### config.mk
export PLATFORM = sky130hd
export DESIGN_NAME = flagu_top
export DESIGN_NICKNAME = d
export VERILOG_FILES = /design/src/rtl/flagu_pkg.sv /design/src/rtl/flagu_calc.sv /design/src/rtl/flagu_gate.sv /design/src/rtl/flagu_top.sv
export SDC_FILE = /design/constraint.sdc
export NUM_CORES = 1
export LEC_CHECK = 0
export ABC_AREA = 1
export CAP_MARGIN = 10
export CORE_MARGIN = 2
export CORE_UTILIZATION = 29
export CTS_BUF_LIST = sky130_fd_sc_hd__clkbuf_4
export CTS_CLUSTER_SIZE = 8
export DETAILED_ROUTE_END_ITERATION = 10
export DONT_BUFFER_PORTS = 1
export GPL_TIMING_DRIVEN = 0
export PLACE_DENSITY = 0.43
export SKIP_LAST_GASP = 1
export SYNTH_ARGS = -nofsm -noshare
export SYNTH_HDL_FRONTEND = slang
export SYNTH_SLANG_ARGS = --single-unit
export TNS_END_PERCENT = 100
### constraint.sdc
create_clock -name clk -period 1.2 [get_ports clk]
set_clock_uncertainty 0.05 [all_clocks]
set_input_delay 0.06 -clock clk [delete_from_list [all_inputs] [get_ports clk]]
set_output_delay 0.06 -clock clk [all_outputs]
set_load 0.1 [all_outputs]
### src/rtl/flagu_pkg.sv
package flagu_pkg;

  typedef enum logic [2:0] {
    OPC_ADD  = 3'd0,
    OPC_SUB  = 3'd1,
    OPC_LSH  = 3'd2,
    OPC_LOG  = 3'd3,
    OPC_KEEP = 3'd4
  } opc_e;

  typedef struct packed {
    logic n;
    logic z;
    logic c;
    logic v;
  } flags_t;

  // signed overflow of a + b, from sign bits only
  function automatic logic fn_add_ovf(input logic sa, input logic sb, input logic sr);
    return (sa == sb) && (sr != sa);
  endfunction

  // signed overflow of a - b, from sign bits only
  function automatic logic fn_sub_ovf(input logic sa, input logic sb, input logic sr);
    return (sa != sb) && (sr != sa);
  endfunction

endpackage

### src/rtl/flagu_calc.sv
module flagu_calc
  import flagu_pkg::*;
#(
  parameter int DATA_W = 32
) (
  input  logic [DATA_W-1:0] res,
  input  logic [2:0]        op_cls,
  input  logic              ad_cb,
  input  logic              a_msb,
  input  logic              b_msb,
  input  logic              sh_co,
  input  flags_t            cur,
  output flags_t            nxt
);
  localparam int MSB = DATA_W - 1;

  logic res_neg;
  logic res_zero;

  assign res_neg  = res[MSB];
  assign res_zero = (res == '0);

  always_comb begin
    nxt = cur;
    case (opc_e'(op_cls))
      OPC_ADD: begin
        nxt.n = res_neg;
        nxt.z = res_zero;
        nxt.c = ad_cb;
        nxt.v = fn_add_ovf(a_msb, b_msb, res_neg);
      end
      OPC_SUB: begin
        nxt.n = res_neg;
        nxt.z = res_zero;
        nxt.c = ~ad_cb;
        nxt.v = fn_sub_ovf(a_msb, b_msb, res_neg);
      end
      OPC_LSH: begin
        nxt.n = res_neg;
        nxt.z = res_zero;
        nxt.c = sh_co;
      end
      OPC_LOG: begin
        nxt.n = res_neg;
        nxt.z = res_zero;
      end
      default: nxt = cur;
    endcase
  end
endmodule

### src/rtl/flagu_gate.sv
module flagu_gate #(
  parameter int IDX_W  = 4,
  parameter int PC_IDX = 15
) (
  input  logic             op_vld,
  input  logic             cmp_op,
  input  logic             set_s,
  input  logic [IDX_W-1:0] dst_idx,
  output logic             upd_go,
  output logic             restore_req
);
  localparam logic [IDX_W-1:0] PC_SEL = IDX_W'(PC_IDX);

  logic wr_req;
  logic to_pc;

  assign wr_req      = op_vld && (cmp_op || set_s);
  assign to_pc       = !cmp_op && (dst_idx == PC_SEL);
  assign restore_req = wr_req && to_pc;
  assign upd_go      = wr_req && !to_pc;
endmodule

### src/rtl/flagu_top.sv
module flagu_top
  import flagu_pkg::*;
#(
  parameter int DATA_W = 32,
  parameter int IDX_W  = 4,
  parameter int PC_IDX = 15
) (
  input  logic              clk,
  input  logic              rst_n,
  input  logic              op_vld,
  input  logic [2:0]        op_cls,
  input  logic              cmp_op,
  input  logic              set_s,
  input  logic [IDX_W-1:0]  dst_idx,
  input  logic [DATA_W-1:0] res,
  input  logic              ad_cb,
  input  logic              a_msb,
  input  logic              b_msb,
  input  logic              sh_co,
  input  logic              ld_en,
  input  logic [3:0]        ld_flags,
  output logic [3:0]        flags,
  output logic              restore_req
);
  flags_t flg_q;
  flags_t flg_nxt;
  logic   upd_go;

  flagu_calc #(.DATA_W(DATA_W)) u_calc (
    .res    (res),
    .op_cls (op_cls),
    .ad_cb  (ad_cb),
    .a_msb  (a_msb),
    .b_msb  (b_msb),
    .sh_co  (sh_co),
    .cur    (flg_q),
    .nxt    (flg_nxt)
  );

  flagu_gate #(.IDX_W(IDX_W), .PC_IDX(PC_IDX)) u_gate (
    .op_vld      (op_vld),
    .cmp_op      (cmp_op),
    .set_s       (set_s),
    .dst_idx     (dst_idx),
    .upd_go      (upd_go),
    .restore_req (restore_req)
  );

  always_ff @(posedge clk or negedge rst_n) begin
    if (!rst_n)      flg_q <= '0;
    else if (ld_en)  flg_q <= flags_t'(ld_flags);
    else if (upd_go) flg_q <= flg_nxt;
  end

  assign flags = flg_q;
endmodule

* After elaboration in Yosys (flattened, before gate mapping)
Index checks and enable logic that the tools add are counted.
** Storage, ports and cells
- Flip-flop bits (word level) :: 4
- Bits in latches :: 0
- Memory bits (writable) :: 0
- Memory bits (read-only) :: 0
- Input port bits :: 53
- Output and inout bits :: 5
- Logic and storage cells :: 36
- Memories kept :: 0
** Operators by class
- Add/subtract/negate cells :: 0
- Multiply operators :: 0
- Div/mod/pow operators :: 0
- Order comparisons :: 0
- Equality and inequality tests :: 7
- Shifts and indexed selects :: 0
- Muxes and demuxes :: 5
- Bitwise logic cells :: 1
- Reductions and logical operators :: 19
** Operator list (count)
- $logic_not 32->1 :: 1
- $mux 4 :: 2
- $eq 3x2->1 const B :: 2
- $logic_and 1x1->1 :: 6
- $reduce_and 2->1 :: 3
- $eq 4x4->1 const B :: 1
- $reduce_bool 2->1 :: 2
- $reduce_bool 4->1 :: 1
- $reduce_or 4->1 :: 1
- $eq 3x1->1 const B :: 1
- $logic_not 3->1 :: 1
- $pmux 1 s3 :: 1
- $reduce_bool 3->1 :: 1
- $logic_not 1->1 :: 2
- $mux 2 :: 1
- $ne 1x1->1 :: 2
- $pmux 1 s2 :: 1
- $eq 1x1->1 :: 1
- $logic_or 1x1->1 :: 1
- $not 1->1 :: 1

* Depth between registers and ports, before layout
Gate-level depths: netlist (run 1).
- Depth after elaboration :: 6
- Gate-level depth with buffers :: 9
- Gate-level depth less buffers :: 9

* Cells and area by module
A second synthesis (run 1) with hierarchy kept.
** Unflattened totals
- Cells, all modules :: 86
- Area total of the unflattened synthesis :: 459.2 sq um
** By module, submodules not included
- flagu_calc :: instances 1, cells an instance 52, area an instance 229.0 sq um, sequential area each 0.0 sq um
- flagu_top :: instances 1, cells an instance 22, area an instance 177.7 sq um, sequential area each 100.1 sq um
- flagu_gate :: instances 1, cells an instance 12, area an instance 52.6 sq um, sequential area each 0.0 sq um

* Least setup slack after synthesis (run 1)
OpenSTA, ideal clock, no wires.
- Kind :: input port to output port
- Start :: input port dst_idx[3]
- End :: output port restore_req
- Data arrival time :: 1563 ps
- Required time :: 1090 ps
- Setup slack :: -473 ps
- Cell stages on the path :: 4
- Path buffers :: 0
- Cell sequence :: nand2_1 nor2_1 nand2_1 nor2_1
** On the way
- Word-level cells in the longest chain between the ends :: 3
** Ends and longest elaborated chain
- start: declaration :: line flagu_top.sv:14 : input logic [IDX_W-1:0] dst_idx,
- $eq 4x4->1 :: line flagu_gate.sv:18 : assign to_pc = !cmp_op && (dst_idx == PC_SEL);
- $logic_and 1x1->1 :: line flagu_gate.sv:18
- $logic_and 1x1->1 :: line flagu_gate.sv:19 : assign restore_req = wr_req && to_pc;
- end: declaration :: line flagu_top.sv:23 : output logic restore_req
Every way passes these cells.

==> out/metrics.yaml, run 1 <==
status:
  outcome: "complete, no violations"
critical_path:
  crit_path_end: "flags[2]$_DFFE_PN0P_"
  setup.worst_path.start: "flags[2]$_DFFE_PN0P_"
  r2r-start: "flags[2]$_DFFE_PN0P_"
  ff2ff_setup_slack_ns: 0.10
  cp_max_fo: 2
  worst_ep_arrival_time_ns: 1.22
  reg2reg_depth: 4
  worst-setup-path-type: "flip-flop to flip-flop"
  cp-start-kind: "flip-flop"
  regToRegEndpoint: "flags[2]$_DFFE_PN0P_"
  critPathCaptureType: "flip-flop"
  required_ns: 1.32
grt:
  grt_max_degree: 11
  grt_use_met2_pct: 23.5
  grt_pass1_vias: 503
  overflow: 0
  grt_use_total_pct: 12.7
  grt.busiest_layer: "met2"
  met1_usage_pct: 13.9
  grt_use_met3_pct: 4.90
  grt_pass1_wl_um: 1880
  antenna_found_initial: 0
drt:
  drtIter0Drc: 5
  firstDrtPassIters: 4
  routed_wl_um: 1180
  wl_per_cell_um: 10.3
  drc: 0
  ant_nets: 0
  via_per_inst: 5.04
  vias: 580
floorplan:
  core_um2: 1510
  start_util_pct: 31.2
  pin_count: 58
  die_y_um: 44.3
  rows: 14
  die_x_um: 44.3
  die_area_um2: 1960
synthesis:
  synth_edf_count: 0
  synthMuxAreaShare_pct: 0
  yosys-top-cells-count: "32 x nand2_1, 20 x nor2_1, 10 x nand3_1, 6 x inv_1, 4 x dfrtp_1"
  synth-adder-area-share_pct: 0
  yosysWarningCount: 0
  async_flop_share_pct: 100
  synth_top_family_by_area: "simple AND/OR/NAND/NOR gates"
  synth.distinct_cells: 18
  synth_ff_type: "dfrtp_1"
  ys_seq_area_share_pct: 21.3
  synth_area_leaders: "nand2_1 26%, dfrtp_1 21%, nor2_1 16%"
  synth.largest_area_cell: "nand2_1"
  synth_most_common_cell: "nand2_1"
  yosys.area.top_type_share_pct: 25.5
  syn_area_per_cell_um2: 5.29
  ys_ff_latch: 4
  synth_compound_area_share_pct: 5.32
  syn-num-nets: 142
  synth_xor_area_share_pct: 1.86
  syn_area_um2: 470
  synthSimpleGateAreaFrac_pct: 63.0
  netlist_instances: 89
clock_network:
  post-cts-setup-buffers: 0
  h-tree-depth: 1
  clock_latency_ns: 0.23
  cts_max_path_buffers: 2
  cts_tree: "built"
  root_buffer: "clkbuf_4"
  cts.sinks: 4
  cts.clk_slew.worst_paths_ns: 0.04
  cts_buffers: 3
final_layout:
  final_nets: 154
  fillers: 187
  design_area_um2: 598
  seqCellArea_um2: 105
  area_growth_pct: 27.1
  post-route-util_pct: 39.7
  n_antenna_cell: 0
  largest_reg_flops: 4
  drive_gt1_share_pct: 14.1
  multi_input_area_um2: 338
worst_hold_path:
  min_path_type: "input port to flip-flop"
timing:
  slew_viol_final: 0
  layout_setup_ws_ns: 0.105
  max_freq_ghz: 0.913
  relSlewSlack_pct: 59.5
  timing.final.crit_period_ns: 1.10
  fin_crit_sh_pct: 91.3
  tightest_slew_ns: 0.606
  final-hold-violation-count: 0
  rsz0062_at_grt: "no"
  setup_viol: 0
power_and_ir_drop:
  ir_worst_vdd_mv: 0.478
  powerDensity_nw_per_um2: 966
  power_leakage_nw: 0.290
place:
  dp_slack_ns: -0.0829
  dpl.hpwl_um: 1000
  place_congestion: 0.680
  portBuffers: 0
  placed_area_um2: 498
flow_run:
  cap_violations: 0
==> how the worst min path moves through the flow <==
stage,startpoint,cells after the start,endpoint
detailed placement,rst_n,0,flags[0]$_DFFE_PN0P_
global placement,rst_n,0,flags[0]$_DFFE_PN0P_
floorplan,rst_n,0,flags[0]$_DFFE_PN0P_
CTS,res[3],5,flags[2]$_DFFE_PN0P_
finish,res[4],5,flags[2]$_DFFE_PN0P_
global route,res[4],5,flags[2]$_DFFE_PN0P_
==> per-layer routing <==
layer / vias to the layer above / wire [um]
li1: 304 / -
met1: 240 / 432
met2: 36 / 610
met3: 0 / 138
met4: 0 / 0
met5: - / 0
==> placed cells by master, fill, tap and decap left out <==
cell type	n
clkinv_1	1
nand3_2	1
inv_1	6
xnor2_1	1
dlymetal6s4s_1	1
nand2_2	1
o211ai_1	1
nor3_1	2
o21ai_1	1
dlygate4sd3_1	6
dfrtp_2	4
nand2_1	32
inv_2	2
nand3_1	10
a21oi_1	1
nor2_2	1
clkbuf_4	3
inv_4	1
nand4_1	3
nor2_1	19
o21a_1	1
nor2_4	1
==> report_power, final <==
part | switching [W] | internal [W]
Sequential | 0.000135 | 0.000153
Combinational | 0.0000642 | 0.0000568
Clock | 0.0000564 | 0.000112
Total | 0.000256 | 0.000322
==> worst max-delay path, stage by stage (launching register included) <==
cell and delay [ns]:
dfrtp_2 0.67, nand3_1 0.15, nand2_1 0.08, inv_1 0.03, nand2_1 0.05
==> timing repair <==
action / 4_1_cts / 5_1_grt
hold buffers: 7 / 0
endpoints found under the setup margin: 1 / 1
cloned: 0 / 0
resized for setup: 1 / 1
endpoints found under the hold margin: 8 / 0
==> stage by stage <==
step | total power [W] | setup TNS (ns) | hold slack, ns | instances
2_1_floorplan | 0.000372 | -0.0224 | -0.286 | 89
3_3_place_gp | 0.000386 | -0.0610 | -0.285 | 105
3_5_place_dp | 0.000388 | -0.0829 | -0.286 | 105
4_1_cts | 0.000586 | 0 | 0.0217 | 115
5_1_grt | 0.000619 | 0 | 0.0536 | 115
6_report | 0.000578 | 0 | 0.0188 | 115
==> cell type report <==
| class | count | area share [%] |
|---|---|---|
| Clock buffer | 3 | 3.77 |
| Sequential cell | 4 | 17.6 |
| Inverter | 10 | 6.69 |
| Multi-Input combinational cell | 75 | 56.5 |
| Tap cell | 16 | 3.35 |
| Timing Repair Buffer | 7 | 12.1 |
==> kinds of logic (layout without fill, tap and decap cells) <==
family	Yosys count	count (layout)
and+or+nand+nor	70	70
DFF	4	4
xor gates and xnor gates	1	1
AOI/OAI and AO/OA	4	4
buffers and inverters	10	20
Note: power is estimated with default switching activity, not from simulation.
==> run 2, diff against run 1 <==
CORE_UTILIZATION = 25   (was 29)
PLACE_DENSITY = 0.38   (was 0.43)
==> run 2 against run 1 <==
Effect of this change:
- critical endpoint unchanged
- via count shrank 6.6%
- global-route usage shrank 3.6 points
- cell count grew 7.8%
- clock power is essentially flat
- routed wire length shrank 0.85%
==> out/metrics.yaml, run 2 (synthesis results as in run 1) <==
critical_path:
  worst-setup-path-type: "flip-flop to flip-flop"
  r2r-start: "flags[2]$_DFFE_PN0P_"
  crit_chain: "nand3_1 -> nand2_1 -> inv_1 -> nand2_1"
  max_stage_delay_ns: 0.68  # about the same
  worst_path_max_delay_cell: "dfrtp_2"
  cp_max_fo: 2  # unchanged
  setup.worst_path.start: "flags[2]$_DFFE_PN0P_"
  required_ns: 1.32  # about the same
  cp-start-kind: "flip-flop"
  critPathCaptureType: "flip-flop"
  path_buf_inv: 1  # unchanged
  worst_ep_arrival_time_ns: 1.20  # -0.02 ns
  cp_common_cell: "nand2_1"
  critical_path.top_delay_family: "flip-flops"
timing:
  slew_viol_final: 0  # unchanged
  tns_ns: 0  # unchanged
  rsz0062_at_grt: "no"
  setup_viol: 0  # unchanged
  fin_hold_ws_ns: 0.0249  # +0.00613 ns
  final-hold-violation-count: 0  # unchanged
  fin_crit_sh_pct: 90.6  # -0.70 points
  timing.final.crit_period_ns: 1.09  # -0.00839 ns
  tightest_slew_ns: 0.606  # +0.000335 ns
  relSlewSlack_pct: 59.5  # about the same
  max_freq_ghz: 0.920  # +0.77%
flow_run:
  cap_violations: 0  # unchanged
power_and_ir_drop:
  ir_worst_vdd_mv: 0.518  # +8.5%
  p_total_w: 0.000578  # about the same
  power_frac_clock_pct: 29.3  # +0.2 points
  power_leakage_nw: 0.290  # unchanged
  pwr-share-comb_pct: 20.9  # about the same
  p_seq_share_pct: 49.8  # about the same
  p_int_w: 0.000322  # about the same
  powerDensity_nw_per_um2: 949  # -1.8%
  switching_share_pct: 44.3  # about the same
  p_sw_w: 0.000256  # +0.12%
final_layout:
  drive_gt1_share_pct: 14.1  # unchanged
  n_antenna_cell: 0  # unchanged
  fillers: 210  # +12%
  multi_input_area_um2: 338  # unchanged
  final_cell_mix: "32 x nand2_1, 19 x nor2_1, 10 x nand3_1"
  stdcell_count: 124  # +7.8%
  final_common_cell: "nand2_1"
  final_nets: 154  # unchanged
  area_growth_pct: 29.5
  largest_reg_flops: 4  # unchanged
  seqCellArea_um2: 105  # unchanged
grt:
  grt_use_total_pct: 9.10  # -3.6 points
  antenna_found_initial: 0  # unchanged
  grt_pass1_wl_um: 1390  # -26%
  grt_max_degree: 11  # unchanged
  grt_pass1_vias: 358  # -29%
  overflow: 0  # unchanged
worst_hold_path:
  min_from: "res[4]"
  min_path_type: "input port to flip-flop"
floorplan:
  pin_count: 58  # unchanged
  die_y_um: 47.4  # +7.0%
  rows: 15  # +1
  die_x_um: 47.4  # +7.0%
  core_um2: 1750  # +16%
  start_util_pct: 27.0  # -4.3 points
  die_area_um2: 2240  # +15%
drt:
  via_per_inst: 4.37  # -13%
  firstDrtPassIters: 3  # -1
  ant_nets: 0  # unchanged
  vias: 542  # -6.6%
  drc: 0  # unchanged
  drtIter0Drc: 1  # -4
  wl_per_cell_um: 9.44  # -8.0%
  routed_wl_um: 1170  # -0.85%
place:
  placedCellCount: 114  # +8.6%
  dpl.hpwl_um: 1010  # +0.58%
  place_congestion: 0.721  # +6.0%
  portBuffers: 0  # unchanged
clock_network:
  cts.clk_slew.worst_paths_ns: 0.04  # about the same
  cts_max_path_buffers: 2  # unchanged
  cts.sinks: 4  # unchanged
  h-tree-depth: 1  # unchanged
  root_buffer: "clkbuf_4"
  post-cts-setup-buffers: 0  # unchanged
  cts_tree: "built"
  cts_buffers: 3  # unchanged
  clock_latency_ns: 0.23  # about the same
status:
  outcome: "complete, no violations"
[run 2: cell counts in the layout (fill, tap and decap cells not counted)]
No cell type changed its count.
[run 2: repair_timing]
action,CTS,global route
gates resized for setup,1,1
endpoints found under the setup margin,1,2
hold endpoints to repair,8,0
hold buffers,7,0
[run 2: worst register-to-register path, cell delays in order (launching register included)]
cell	delay [ns]
dfrtp_2	0.68
nand3_1	0.14
nand2_1	0.08
inv_1	0.03
nand2_1	0.05
[run 2: path summary, 6_finish.rpt]
| check | end | cells after the start | slack, ns |
|---|---|---|---|
| min in group asynchronous | flags[1]$_DFFE_PN0P_ | 1 | 0.04 |
| max | flags[2]$_DFFE_PN0P_ | 4 | 0.11 |
| max in group asynchronous | flags[2]$_DFFE_PN0P_ | 1 | 0.87 |
| min reg2reg | flags[1]$_DFFE_PN0P_ | 2 | 0.77 |
| max reg2reg | flags[2]$_DFFE_PN0P_ | 4 | 0.11 |
| min | flags[2]$_DFFE_PN0P_ | 5 | 0.02 |
[run 2: area by class of cell]
class / count / share of cell area, %
Tap cell: 25 / 5.13
Inverter: 10 / 6.57
Sequential cell: 4 / 17.2
Multi-Input combinational cell: 75 / 55.4
Timing Repair Buffer: 7 / 11.9
Clock buffer: 3 / 3.70
[run 2: through the flow]
step / util (%) / worst slack (ns) / cell area [um2]
2_1_floorplan: - / -0.0224 / 478
3_5_place_dp: 29.2 / -0.0626 / 509
3_3_place_gp: 29.2 / -0.0574 / 509
5_1_grt: 34.9 / 0.0986 / 609
6_report: 34.9 / 0.113 / 609
4_1_cts: 34.8 / 0.0401 / 607
[run 2: power groups by stage]
stage | logic, W | clock network, W | registers [W]
CTS | 0.000123 | 0.000178 | 0.000288
floorplan | 0.0000853 | 0 | 0.000287
global route | 0.000137 | 0.000184 | 0.000290
global placement | 0.0000974 | 0 | 0.000290
detailed placement | 0.0000985 | 0 | 0.000290
finish | 0.000121 | 0.000170 | 0.000288
[run 2: metal layers]
layer	vias up	global-route usage, %	routed length [um]
li1	303	-	-
met1	206	12.2	538
met2	33	14.1	512
met3	0	2.31	119
met4	0	3.33	0
met5	-	0	0
==> run 3, diff against run 2 <==
==> constraint.sdc (replaced) <==
create_clock -name clk -period 1.2 [get_ports clk]
set_clock_uncertainty 0.05 [all_clocks]
set_input_delay 0.18 -clock clk [delete_from_list [all_inputs] [get_ports clk]]
set_output_delay 0.18 -clock clk [all_outputs]
set_load 0.1 [all_outputs]
==> run 3 against run 2 <==
Effect of this change:
- die area unchanged
- total power decreased by 3.1%
- non-clock buffer count decreased by 5
- largest cell class unchanged
- critical path depth unchanged
- global-route usage increased by 0.93 points
- critical endpoint is now restore_req
- highest routed layer unchanged
==> out/metrics.yaml, run 3 (synthesis results as in run 1) <==
grt:
  grt_use_total_pct: 10.0  # +0.93 points
  antenna_found_initial: 0  # unchanged
  grt_pass1_wl_um: 1560  # +12%
  grt_pass1_vias: 428  # +20%
  overflow: 0  # unchanged
  grt_use_met3_pct: 1.92  # -0.38 points
  grt.busiest_layer: "met2"
  grt_use_met2_pct: 17.8  # +3.8 points
  grt_max_degree: 11  # unchanged
  met1_usage_pct: 11.9  # -0.23 points
floorplan:
  die_x_um: 47.4  # unchanged
  pin_count: 58  # unchanged
  start_util_pct: 27.0  # unchanged
  core_um2: 1750  # unchanged
  die_y_um: 47.4  # unchanged
  rows: 15  # unchanged
  die_area_um2: 2240  # unchanged
timing:
  timing.final.crit_period_ns: 1.16  # +0.0700 ns
  relSlewSlack_pct: 59.3  # -0.22 points
  rsz0062_at_grt: "no"
  tightest_slew_ns: 0.610  # +0.00322 ns
  final-hold-violation-count: 0  # unchanged
  slew_viol_final: 0  # unchanged
  max_freq_ghz: 0.864  # -6.1%
  tns_ns: 0  # unchanged
  setup_viol: 0  # unchanged
  fin_crit_sh_pct: 96.4  # +5.8 points
critical_path:
  worst-setup-path-type: "input port to output pin"
  cp_max_fo: 3  # +1
  worst_path_max_delay_cell: "nor2_4"
  critPathCaptureType: "output pin"
  crit_chain: "nand2_2 -> nor2_1 -> nand2_2 -> nor2_4"
  required_ns: 0.97  # -0.35 ns
  worst_ep_arrival_time_ns: 0.93  # -0.27 ns
  cp_common_cell: "nand2_2"
  max_stage_delay_ns: 0.51  # -0.17 ns
  cp-start-kind: "input port"
flow_run:
  cap_violations: 0  # unchanged
clock_network:
  clock_latency_ns: 0.23  # about the same
  cts.clk_slew.worst_paths_ns: 0.04  # about the same
  root_buffer: "clkbuf_4"
  cts_tree: "built"
  cts_max_path_buffers: 2  # unchanged
  cts_buffers: 3  # unchanged
  cts.sinks: 4  # unchanged
  h-tree-depth: 1  # unchanged
final_layout:
  final_common_cell: "nand2_1"
  n_antenna_cell: 0  # unchanged
  final_cell_mix: "30 x nand2_1, 19 x nor2_1, 10 x nand3_1"
  area_growth_pct: 20.5
  fillers: 208  # -0.95%
  largest_reg_flops: 4  # unchanged
  drive_gt1_share_pct: 19.1  # +5.0 points
  final_nets: 149  # -3.2%
  stdcell_count: 119  # -4.0%
worst_hold_path:
  min_path_type: "input port to flip-flop"
drt:
  routed_wl_um: 1160  # -0.68%
  drtIter0Drc: 6  # +5
  via_per_inst: 4.52  # +3.4%
  drc: 0  # unchanged
  wl_per_cell_um: 9.76  # +3.5%
  firstDrtPassIters: 4  # +1
  ant_nets: 0  # unchanged
  vias: 538  # -0.74%
power_and_ir_drop:
  powerDensity_nw_per_um2: 988  # +4.2%
  power_leakage_nw: 0.263  # -9.2%
  ir_worst_vdd_mv: 0.539  # +3.9%
place:
  portBuffers: 0  # unchanged
  dpl.hpwl_um: 1040  # +2.9%
  place_congestion: 0.707  # -2.0%
  placedCellCount: 114  # unchanged
status:
  outcome: "complete, no violations"
[run 3: cell count changes in the layout (fill, tap and decap cells not counted)]
cell	before	now
buf_4	0	1
o21a_1	1	0
o21a_4	0	1
dlymetal6s4s_1	1	0
nand2_1	32	30
nand2_2	1	3
dlygate4sd3_1	6	1
[run 3: repair_timing]
| action | 4_1_cts | 5_1_grt |
|---|---|---|
| resized for setup | 1 | 2 |
| hold buffers | 1 | 0 |
| endpoints found under the hold margin | 4 | 0 |
| setup endpoints to repair | 1 | 1 |
| pin swaps | 1 | 3 |
| setup buffers | 0 | 1 |
[run 3: final timing paths]
check,from,endpoint,slack [ns],cells after the start
min,ld_en,flags[3]$_DFFE_PN0P_,0.07,2
min reg2reg,flags[1]$_DFFE_PN0P_,flags[1]$_DFFE_PN0P_,0.77,2
max reg2reg,flags[2]$_DFFE_PN0P_,flags[2]$_DFFE_PN0P_,0.13,4
max,dst_idx[1],restore_req,0.04,4
max in group asynchronous,rst_n,flags[1]$_DFFE_PN0P_,0.74,1
min in group asynchronous,rst_n,flags[2]$_DFFE_PN0P_,0.17,1
[run 3: area by class of cell]
type / instances / area (um2) / share of cell area, %
clock buffer: 3 / 22.5 / 3.97
tap: 25 / 31.3 / 5.52
timing repair buffer: 2 / 17.5 / 3.09
inverter: 10 / 40.0 / 7.06
multi-input combinational: 75 / 350 / 61.8
sequential: 4 / 105 / 18.5
[run 3: metal layers]
layer	up-vias	wire (um)
li1	293	-
met1	213	466
met2	32	547
met3	0	148
met4	0	0
met5	-	0
[run 3: worst max-delay path, delay by kind of cell]
family	cells	cell delay, ns
AND/OR/NAND/NOR	4	0.74
[run 3: per-stage QoR]
step	worst slack [ns]	utilization, %	total power (W)	cell area [um2]	hold slack [ns]
finish	0.0431	32.5	0.000560	567	0.0697
global route	0.00816	32.5	0.000595	567	0.0716
CTS	0.00577	31.8	0.000570	554	0.0686
detailed placement	-0.0203	29.5	0.000390	514	-0.165
global placement	-0.00954	29.5	0.000389	514	-0.166
floorplan	0.0227	-	0.000373	483	-0.166
[run 3: power breakdown]
part | total [W] | switching (W) | internal (W)
combinational | 0.000106 | 0.0000587 | 0.0000474
clock | 0.000166 | 0.0000545 | 0.000112
sequential | 0.000288 | 0.000135 | 0.000153
